==> config.mk <==
export PLATFORM = sky130hd
export DESIGN_NAME = spim_top
export DESIGN_NICKNAME = d
export VERILOG_FILES = /design/src/rtl/spim_pkg.sv /design/src/rtl/spim_ctl.sv /design/src/rtl/spim_dp.sv /design/src/rtl/spim_top.sv
export SDC_FILE = /design/constraint.sdc
export NUM_CORES = 1
export LEC_CHECK = 0
export BUFFER_PORTS_ARGS = -buffer_cell sky130_fd_sc_hd__buf_4
export CAP_MARGIN = 20
export CELL_PAD_IN_SITES_DETAIL_PLACEMENT = 1
export CELL_PAD_IN_SITES_GLOBAL_PLACEMENT = 2
export CORE_MARGIN = 3
export CORE_UTILIZATION = 31
export CTS_CLUSTER_SIZE = 10
export DETAILED_ROUTE_END_ITERATION = 12
export MAX_ROUTING_LAYER = met4
export PLACE_DENSITY = 0.61
export SYNTH_ARGS = -nofsm -noshare
export SYNTH_HDL_FRONTEND = slang
export SYNTH_SLANG_ARGS = --single-unit
export TNS_END_PERCENT = 30
==> constraint.sdc <==
create_clock -name clk -period 3.7 [get_ports clk]
set_clock_uncertainty 0.1 [all_clocks]
set_input_delay 0.185 -clock clk [delete_from_list [all_inputs] [get_ports clk]]
set_output_delay 0.185 -clock clk [all_outputs]
set_load 0.01 [all_outputs]
==> src/rtl/spim_pkg.sv <==
package spim_pkg;
  // strobes from the sequencer to the datapath
  typedef struct packed {
    logic sample;   // end of an even half period: capture miso
    logic byteEnd;  // sample that completes a byte
    logic finish;   // last half period of the message has elapsed
  } spimStrobe_t;

  localparam logic [2:0] REG_CFG   = 3'd0;
  localparam logic [2:0] REG_RATE  = 3'd1;
  localparam logic [2:0] REG_MSG   = 3'd2;
  localparam logic [2:0] REG_CMD   = 3'd3;
  localparam logic [2:0] REG_ISTAT = 3'd4;
  localparam logic [2:0] REG_IMASK = 3'd5;
  localparam logic [2:0] REG_TAIL  = 3'd6;
  localparam logic [2:0] REG_STAT  = 3'd7;

  localparam logic [3:0] OP_START = 4'hA;
  localparam int MAX_RATE = 6;           // slowest rate code
  localparam int HALF_W   = MAX_RATE;    // holds half period minus one
endpackage

==> src/rtl/spim_ctl.sv <==
module spim_ctl
  import spim_pkg::*;
#(
  parameter int DEPTH = 8,
  localparam int CW = $clog2(DEPTH + 1),
  localparam int PW = $clog2(16 * DEPTH + 1)
) (
  input  logic              clk,
  input  logic              rstN,
  input  logic              go,
  input  logic [CW-1:0]     goCount,
  input  logic [HALF_W-1:0] goHalfMax,
  output logic              busy,
  output logic [PW-1:0]     ph,
  output logic              shifting,
  output spimStrobe_t       strobe
);
  logic [HALF_W-1:0] halfCnt, halfMaxL;
  logic [PW-1:0]     lastPh;
  logic              tick;

  assign tick     = (halfCnt == '0);
  assign shifting = busy && (ph != lastPh);

  always_ff @(posedge clk) begin
    if (!rstN) begin
      busy     <= 1'b0;
      ph       <= '0;
      halfCnt  <= '0;
      halfMaxL <= '0;
      lastPh   <= '0;
    end else if (go) begin
      busy     <= 1'b1;
      ph       <= '0;
      halfCnt  <= goHalfMax;
      halfMaxL <= goHalfMax;
      lastPh   <= PW'({goCount, 4'b0000});
    end else if (busy) begin
      if (tick) begin
        halfCnt <= halfMaxL;
        if (ph == lastPh) busy <= 1'b0;
        else              ph   <= ph + 1'b1;
      end else begin
        halfCnt <= halfCnt - 1'b1;
      end
    end
  end

  always_comb begin
    strobe.sample  = busy && tick && shifting && !ph[0];
    strobe.byteEnd = strobe.sample && (ph[3:1] == 3'b111);
    strobe.finish  = busy && tick && (ph == lastPh);
  end
endmodule

==> src/rtl/spim_dp.sv <==
module spim_dp
  import spim_pkg::*;
#(
  parameter int DEPTH = 8,
  parameter int NDEV  = 4,
  localparam int IW  = $clog2(DEPTH),
  localparam int AW  = IW + 2,
  localparam int CW  = $clog2(DEPTH + 1),
  localparam int PW  = $clog2(16 * DEPTH + 1),
  localparam int DVW = $clog2(NDEV)
) (
  input  logic              clk,
  input  logic              rstN,
  input  logic              regWr,
  input  logic [AW-1:0]     regAddr,
  input  logic [15:0]       regWdata,
  output logic [15:0]       regRdata,
  input  logic              miso,
  input  logic              busy,
  input  logic [PW-1:0]     ph,
  input  logic              shifting,
  input  spimStrobe_t       strobe,
  output logic              go,
  output logic [CW-1:0]     goCount,
  output logic [HALF_W-1:0] goHalfMax,
  output logic              sck,
  output logic              mosi,
  output logic [NDEV-1:0]   csN,
  output logic              irq
);
  logic [1:0]     region;
  logic [IW-1:0]  idx;
  logic [2:0]     regIdx;
  logic           ctlWr, bufWr;

  logic [7:0]     cfg;
  logic [CW-1:0]  msgCount;
  logic [1:0]     msgType;
  logic           iStat, iMask;
  logic [CW-1:0]  rxTail;
  logic [7:0]     txBuf [DEPTH];
  logic [7:0]     rxBuf [DEPTH];
  logic [6:0]     shIn;

  logic           txEnL, rxEnL, cpolL, cphaL;
  logic [DVW-1:0] devL;
  logic [2:0]     rateSh;
  logic [IW-1:0]  byteIdx;
  logic [2:0]     bitIdx;

  assign region = regAddr[AW-1:AW-2];
  assign idx    = regAddr[IW-1:0];
  assign regIdx = regAddr[2:0];
  assign ctlWr  = regWr && (region == 2'd0);
  assign bufWr  = regWr && (region == 2'd1);

  // command acceptance
  assign go = ctlWr && (regIdx == REG_CMD) && !busy
           && (regWdata[3:0] == OP_START)
           && (regWdata[15:8] == 8'd0)
           && (int'(regWdata[7:4]) < NDEV)
           && (int'(msgCount) <= DEPTH);

  assign goCount   = msgCount;
  assign rateSh    = (cfg[2:0] > 3'(MAX_RATE)) ? 3'(MAX_RATE) : cfg[2:0];
  assign goHalfMax = HALF_W'((7'd1 << rateSh) - 7'd1);

  // configuration, message and interrupt registers
  always_ff @(posedge clk) begin
    if (!rstN) begin
      cfg      <= '0;
      msgCount <= '0;
      msgType  <= '0;
      iMask    <= 1'b0;
      iStat    <= 1'b0;
    end else begin
      if (ctlWr) begin
        case (regIdx)
          REG_CFG:   cfg      <= regWdata[7:0];
          REG_RATE:  cfg[2:0] <= regWdata[2:0];
          REG_MSG: begin
            msgCount <= regWdata[CW-1:0];
            msgType  <= regWdata[13:12];
          end
          REG_IMASK: iMask <= regWdata[0];
          default: ;
        endcase
      end
      // completion outranks a clear in the same cycle
      if (strobe.finish)
        iStat <= 1'b1;
      else if (ctlWr && (regIdx == REG_ISTAT) && regWdata[0])
        iStat <= 1'b0;
    end
  end

  // per-message snapshot
  always_ff @(posedge clk) begin
    if (!rstN) begin
      txEnL <= 1'b0;
      rxEnL <= 1'b0;
      cpolL <= 1'b0;
      cphaL <= 1'b0;
      devL  <= '0;
    end else if (go) begin
      txEnL <= msgType[0];
      rxEnL <= msgType[1];
      cpolL <= cfg[4];
      cphaL <= cfg[5];
      devL  <= DVW'(regWdata[7:4]);
    end
  end

  // transmit buffer
  always_ff @(posedge clk) begin
    if (!rstN) begin
      for (int i = 0; i < DEPTH; i++) txBuf[i] <= '0;
    end else if (bufWr) begin
      txBuf[idx] <= regWdata[7:0];
    end
  end

  // receive shift and buffer
  always_ff @(posedge clk) begin
    if (!rstN) begin
      shIn   <= '0;
      rxTail <= '0;
      for (int i = 0; i < DEPTH; i++) rxBuf[i] <= '0;
    end else begin
      if (go) rxTail <= '0;
      if (strobe.sample) shIn <= {shIn[5:0], miso};
      if (strobe.byteEnd && rxEnL) begin
        rxBuf[byteIdx] <= {shIn, miso};
        rxTail         <= rxTail + 1'b1;
      end
    end
  end

  // serial pins
  assign byteIdx = IW'(ph >> 4);
  assign bitIdx  = ~ph[3:1];
  assign mosi    = shifting && txEnL && txBuf[byteIdx][bitIdx];

  always_comb begin
    if (shifting)  sck = cpolL ^ cphaL ^ ph[0];
    else if (busy) sck = cpolL;
    else           sck = cfg[4];
  end

  for (genvar g = 0; g < NDEV; g++) begin : g_cs
    assign csN[g] = !(busy && (int'(devL) == g));
  end

  assign irq = iStat && iMask;

  // read mux
  always_comb begin
    regRdata = '0;
    case (region)
      2'd0: begin
        case (regIdx)
          REG_CFG, REG_RATE: regRdata = {8'd0, cfg};
          REG_MSG:   regRdata = 16'(msgCount) | (16'(msgType) << 12);
          REG_ISTAT: regRdata = 16'(iStat);
          REG_IMASK: regRdata = 16'(iMask);
          REG_TAIL:  regRdata = 16'(rxTail);
          REG_STAT:  regRdata = 16'(busy);
          default:   regRdata = '0;
        endcase
      end
      2'd1:    regRdata = {8'd0, txBuf[idx]};
      2'd2:    regRdata = {8'd0, rxBuf[idx]};
      default: regRdata = '0;
    endcase
  end
endmodule

==> src/rtl/spim_top.sv <==
module spim_top
  import spim_pkg::*;
#(
  parameter int DEPTH = 8,
  parameter int NDEV  = 4,
  localparam int AW = $clog2(DEPTH) + 2
) (
  input  logic            clk,
  input  logic            rstN,
  input  logic            regWr,
  input  logic [AW-1:0]   regAddr,
  input  logic [15:0]     regWdata,
  output logic [15:0]     regRdata,
  output logic            sck,
  output logic            mosi,
  input  logic            miso,
  output logic [NDEV-1:0] csN,
  output logic            irq
);
  localparam int CW = $clog2(DEPTH + 1);
  localparam int PW = $clog2(16 * DEPTH + 1);

  logic              busy, shifting, go;
  logic [PW-1:0]     ph;
  logic [CW-1:0]     goCount;
  logic [HALF_W-1:0] goHalfMax;
  spimStrobe_t       strobe;

  spim_ctl #(.DEPTH(DEPTH)) u_ctl (
    .clk(clk), .rstN(rstN), .go(go), .goCount(goCount), .goHalfMax(goHalfMax),
    .busy(busy), .ph(ph), .shifting(shifting), .strobe(strobe)
  );

  spim_dp #(.DEPTH(DEPTH), .NDEV(NDEV)) u_dp (
    .clk(clk), .rstN(rstN), .regWr(regWr), .regAddr(regAddr), .regWdata(regWdata),
    .regRdata(regRdata), .miso(miso), .busy(busy), .ph(ph), .shifting(shifting),
    .strobe(strobe), .go(go), .goCount(goCount), .goHalfMax(goHalfMax),
    .sck(sck), .mosi(mosi), .csN(csN), .irq(irq)
  );
endmodule

== Word-level counts from Yosys, hierarchy flattened ==
Memory sizes are Yosys's and may differ from the RTL's. A register that Yosys moved wholly into a read port is not among the register bits.
Index checks and enable logic that the tools add are counted.
Word-level totals
  memories: 2
  word-level logic and storage cells: 131
  RAM bits: 128
  register bits: 58
Operators by class
  bitwise operators: 6
  $add $sub $neg: 4
  mux-type cells: 33
  equality and inequality tests: 16
  shift operators: 1
  order comparisons: 4
  reduce and logical (&&, ||, !) cells: 47
Memory list
  u_dp.rxBuf: words 8, width 8, rd ports 1, clocked after memory_dff 0, wr ports 8, line spim_dp.sv:42  | logic [7:0] rxBuf [DEPTH];
  u_dp.txBuf: words 8, width 8, rd ports 2, clocked after memory_dff 1, wr ports 8, line spim_dp.sv:41  | logic [7:0] txBuf [DEPTH];
Operators with widths (number)
  one-hot mux 16 bit (6 select lines): 1
  one-hot mux 16 bit (3 select lines): 1
  logical AND 1 bit: 24
  two-way mux 1 bit: 18
  two-way mux 6 bit: 3
  two-way mux 8 bit: 2
  OR reduction 8 bit: 2
  equality test 3 bit, second input constant: 5
  two-way mux 3 bit: 5
  bitwise OR 4 x 14 -> 14 bit: 1
  subtractor 6 x 1 -> 6 bit, second input constant: 2
  adder 8 x 1 -> 8 bit, second input constant: 1
  equality test 8 bit: 1
  logical NOT 8 bit: 1
  two-way mux 4 bit: 2
  inequality test 8 bit: 1
  AND reduction 2 bit: 4
  equality test 2 bit, second input constant: 3
  equality test 3 x 2 -> 1 bit, second input constant: 2
  logical NOT 1 bit: 6
  logical NOT 6 bit: 1
  nonzero test 2 bit: 3
  << shifter 1 x 3 -> 6 bit, first input constant: 1
  adder 4 x 1 -> 4 bit, second input constant: 1
  15 further kinds: 20

== Depth between registers and ports, before layout ==
  word-level depth: 11
  mapped depth: 8
  mapped depth without buffers: 7

== Hierarchy ==
From an unflattened synthesis, not the netlist that was laid out.
Unflattened totals
  cell total of the unflattened synthesis: 774
  area, all modules: 9566.7 um2
Modules (own cells, without submodules)
  spim_dp: area each 8239.2 um2, cells each 622, instances 1
  spim_ctl: area each 1327.5 um2, cells each 152, instances 1

== Least setup slack after synthesis ==
Ideal clock, no wire load.
  kind: reg2reg
  start: register u_ctl.halfCnt[0]
  end: memory u_dp.rxBuf[5][0] (enable)
  data arrival time: 2.127 ns
  setup time: 0.334 ns
  buffers on the path: 1
  stages on the path, launching flop included: 9
  slack: 1.139 ns
  path through: dfxtp_1 > inv_1 > ha_1 > nor3b_4 > nand4_4 > or2_4 > buf_12 > nor4b_4 > nand2b_1
RTL lines
  from (decl): line spim_ctl.sv:18  | logic [HALF_W-1:0] halfCnt, halfMaxL;
  from (signal assigned): line spim_ctl.sv:35  | halfCnt <= goHalfMax;
  from (signal assigned): line spim_ctl.sv:40  | halfCnt <= halfMaxL;
  from (signal assigned): line spim_ctl.sv:44  | halfCnt <= halfCnt - 1'b1;
  to (decl): line spim_dp.sv:42

==> metrics.csv <==
stage,metric,value,unit
hold_path,hold path endpoint,u_ctl.halfMaxL[0],
sta,Fmax,0.3187,GHz
die,io pins,48,
power,Worst VDD drop,0.0003494,V
routing,post-DR vias/cell,5.284,
place,post-DP HPWL,21280,um
global_route,vias in the first global route,6902,
sta,Final Hold Fails,0,
global_route,largest net degree at the start of global routing,46,
logic_synthesis,Post-Synthesis Cells,797,
clocking,CTS root buf,clkbuf_16,
worst_setup_path,worst endpoint data arrival time,2.85,ns
logic_synthesis,"EDFF count, synth",128,
clocking,"CTS clk-pin slew, worst paths",0.09,ns
sta,setup tns final,0,ns
logic_synthesis,Seq cells post-synth,189,
routing,DR DRC count,0,
power,P_leak,0.003765,uW
sta,Worst Max-Slew Pin Slew,0.9738,ns
clocking,CTS tree,built,
logic_synthesis,"Async S/R FF share, synth",0,
layout,multi-input logic area,4249,um2
power,Sw Share,0.2699,
worst_setup_path,Reg2Reg Depth,7,
routing,vias,6568,
layout,Filler cells,3185,
clocking,number of H-tree levels,4,
global_route,antenna violations before repair,0,
global_route,gr usage total,0.1897,
worst_setup_path,crit-path max FO,14,
die,Starting Density,0.3190,
worst_setup_path,crit path launch type,flip-flop,
sta,final setup vio count,0,
power,switching power,1256,uW
logic_synthesis,Most used DFF post-synth,edfxtp_1,
power,Overall Power,4653,uW
logic_synthesis,Unique masters post-synth,61,
hold_path,Min-Delay Path Class,in2reg,
layout,# diodes,0,
die,Die Width,181.8,um
worst_setup_path,reg2reg start,u_ctl.halfCnt[0],
die,core area,30030,um2
clocking,Num CTS Buffers,17,
sta,"Slew Viols, Final",0,
logic_synthesis,"Cell Area, Synth",9582,um2
layout,"commonest non-fill, non-tap cell in the layout",and2_1,
routing,mean routed wirelength per cell,23.99,um
sta,unrepaired setup endpoints after global routing,no,
clocking,CTS max path bufs,2,
power,Pwr Density,420.3,nW/um2
power,clock share of power,0.425,
layout,post-route insts no fill,1243,
hold_path,Min-Delay Startpoint,rstN,
global_route,first-pass GRT wire length,45120,um
sta,WHS,0.08273,ns
sta,Tmin final,3.137,ns
hold_path,worst hold stages,3,
place,DP Cell Count,1198,
layout,Syn-to-layout area delta,15.55,%
die,Die Span Y,181.8,um
logic_synthesis,Mean Syn Cell Area,12.02,um2
die,# rows,63,
die,die area,33050,um2
layout,register area,5065,um2
place,"worst slack, placed",0.7487,ns
clocking,post-cts gate resize count,0,
routing,iteration count of the initial detailed-routing pass,5,
clocking,Sink Count,189,
worst_setup_path,R2R setup slack,0.75,ns
clocking,latest clock arrival within the worst-skew pair,0.48,ns
job,max_cap viols,0,
layout,ratio of cells with drive above 1 in the final layout,0.1993,
logic_synthesis,Ys Warns,0,
place,GPL Wtd Cong,0.8184,
place,I/O Buffers,41,
worst_setup_path,Worst EP required,3.41,ns
routing,post-route ant nets,0,
layout,"commonest cells after routing, fill and taps aside","and2_1, edfxtp_1, nand2_1",
global_route,Overflow after GRT,0,
sta,"crit path setup slack, layout",0.5627,ns
sta,max_slew headroom,0.3508,
worst_setup_path,nature of the critical path endpoint,output port,
routing,number of DRC markers in iteration 0,554,
worst_setup_path,critical path type,reg2out,
sta,period utilisation layout,0.8479,
logic_synthesis,sequential fraction of the synthesis area,0.5286,
layout,layout net count,870,
power,Reg power frac,0.505,
power,Int Pwr,3398,uW
run_status,outcome,completed,
power,Comb pwr share,0.070,
worst_setup_path,R2R Path End,u_dp.rxBuf[1][5],
routing,final wirelength,29820,um
-- what timing repair did --
item,in CTS,in global routing
buffers inserted,0,0
endpoints found under the hold margin,21,0
hold buffers,13,0
-- per-stage QoR --
| step | instance area [um2] | utilization |
|---|---|---|
| floorplan | 9600 | - |
| global placement | 10300 | 0.3429 |
| detailed placement | 10300 | 0.3429 |
| CTS | 11070 | 0.3687 |
| global route | 11070 | 0.3687 |
| finish | 11070 | 0.3687 |
-- per-layer routing --
layer,track usage,vias up,routed length [um]
li1,-,3022,-
met1,0.2470,3389,13570
met2,0.3038,123,14640
met3,0.02925,34,903
met4,0.06459,0,701
met5,-,-,0
-- cell type report --
cell class | count | share of cell area
clock buffers | 17 | 0.03842
repair buffers | 75 | 0.05379
well taps | 390 | 0.04407
multi-input cells | 549 | 0.3838
clock inverters | 15 | 0.01978
flip-flops and latches | 189 | 0.4575
inverters | 8 | 0.002712
-- cells in the mapped netlist, drive strengths merged, types with 6 or more instances --
| cell | n | area share |
|---|---|---|
| mux2i | 19 | 0.020 |
| inv | 7 | 0.0027 |
| xnor2 | 10 | 0.0091 |
| nand4 | 7 | 0.0061 |
| and2 | 130 | 0.085 |
| a221oi | 6 | 0.0055 |
| a21oi | 46 | 0.024 |
| nor3 | 17 | 0.014 |
| clkbuf | 33 | 0.013 |
| nand2b | 18 | 0.012 |
| dfxtp | 61 | 0.13 |
| nand3 | 29 | 0.015 |
| mux4 | 47 | 0.11 |
| o21ai | 19 | 0.0099 |
| buf | 23 | 0.015 |
| nand2 | 64 | 0.025 |
| nor4 | 8 | 0.0090 |
| nor2 | 44 | 0.017 |
| edfxtp | 128 | 0.40 |
| mux2 | 8 | 0.0094 |
-- registers in the layout, summed over array words and instances (netlist names), named ones only --
register / count
u_ctl.lastPh: 4
u_dp.cpolL: 1
u_dp.txEnL: 1
u_dp.devL: 2
u_ctl.halfCnt: 6
u_dp.txBuf: 64
u_ctl.busy: 1
u_dp.shIn: 7
u_dp.cfg: 8
u_dp.goCount: 4
u_dp.rxTail: 4
u_dp.iStat: 1
u_dp.rxEnL: 1
u_dp.cphaL: 1
u_dp.iMask: 1
u_ctl.halfMaxL: 6
u_ctl.ph: 8
u_dp.msgType: 2
u_dp.rxBuf: 64
-- critical path: stages (launching register included) --
cell,delay [ns]
dfxtp_1,0.96
mux4_2,0.62
a31oi_1,0.18
o211ai_1,0.10
o21ai_0,0.18
o21ai_0,0.17
buf_4,0.17
-- power by group through the flow --
stage | clock network (uW) | registers (uW) | logic, uW
3_3_place_gp | 0 | 2390 | 312
6_report | 1980 | 2350 | 325
3_5_place_dp | 0 | 2400 | 318
2_1_floorplan | 0 | 2370 | 193
4_1_cts | 2020 | 2350 | 329
5_1_grt | 2100 | 2360 | 347
-- kinds of logic (layout without fill, tap and decap cells) --
| group | Yosys count | in the layout | synth area share |
|---|---|---|---|
| simple gates | 340 | 340 | 0.2070 |
| flops | 189 | 189 | 0.5286 |
| compound gates | 111 | 111 | 0.07509 |
| mux | 74 | 74 | 0.1397 |
| buf+inv | 64 | 115 | 0.03082 |
| xor+xnor | 13 | 13 | 0.01188 |
| fa+ha+maj | 5 | 5 | 0.006529 |
| other cells | 1 | 6 | 0.0003914 |
-- worst max-delay path by stage --
stage / cells after the start / end / slack [ns]
after floorplan: 8 / u_dp.rxBuf[5][0] / 1.14
after global placement: 7 / u_dp.rxBuf[1][6] / 0.92
after detailed placement: 7 / u_dp.rxBuf[1][5] / 0.75
after CTS: 7 / mosi / 0.53
after global routing: 7 / mosi / 0.42
final: 6 / mosi / 0.56
Power figures use the tool's default switching activity.
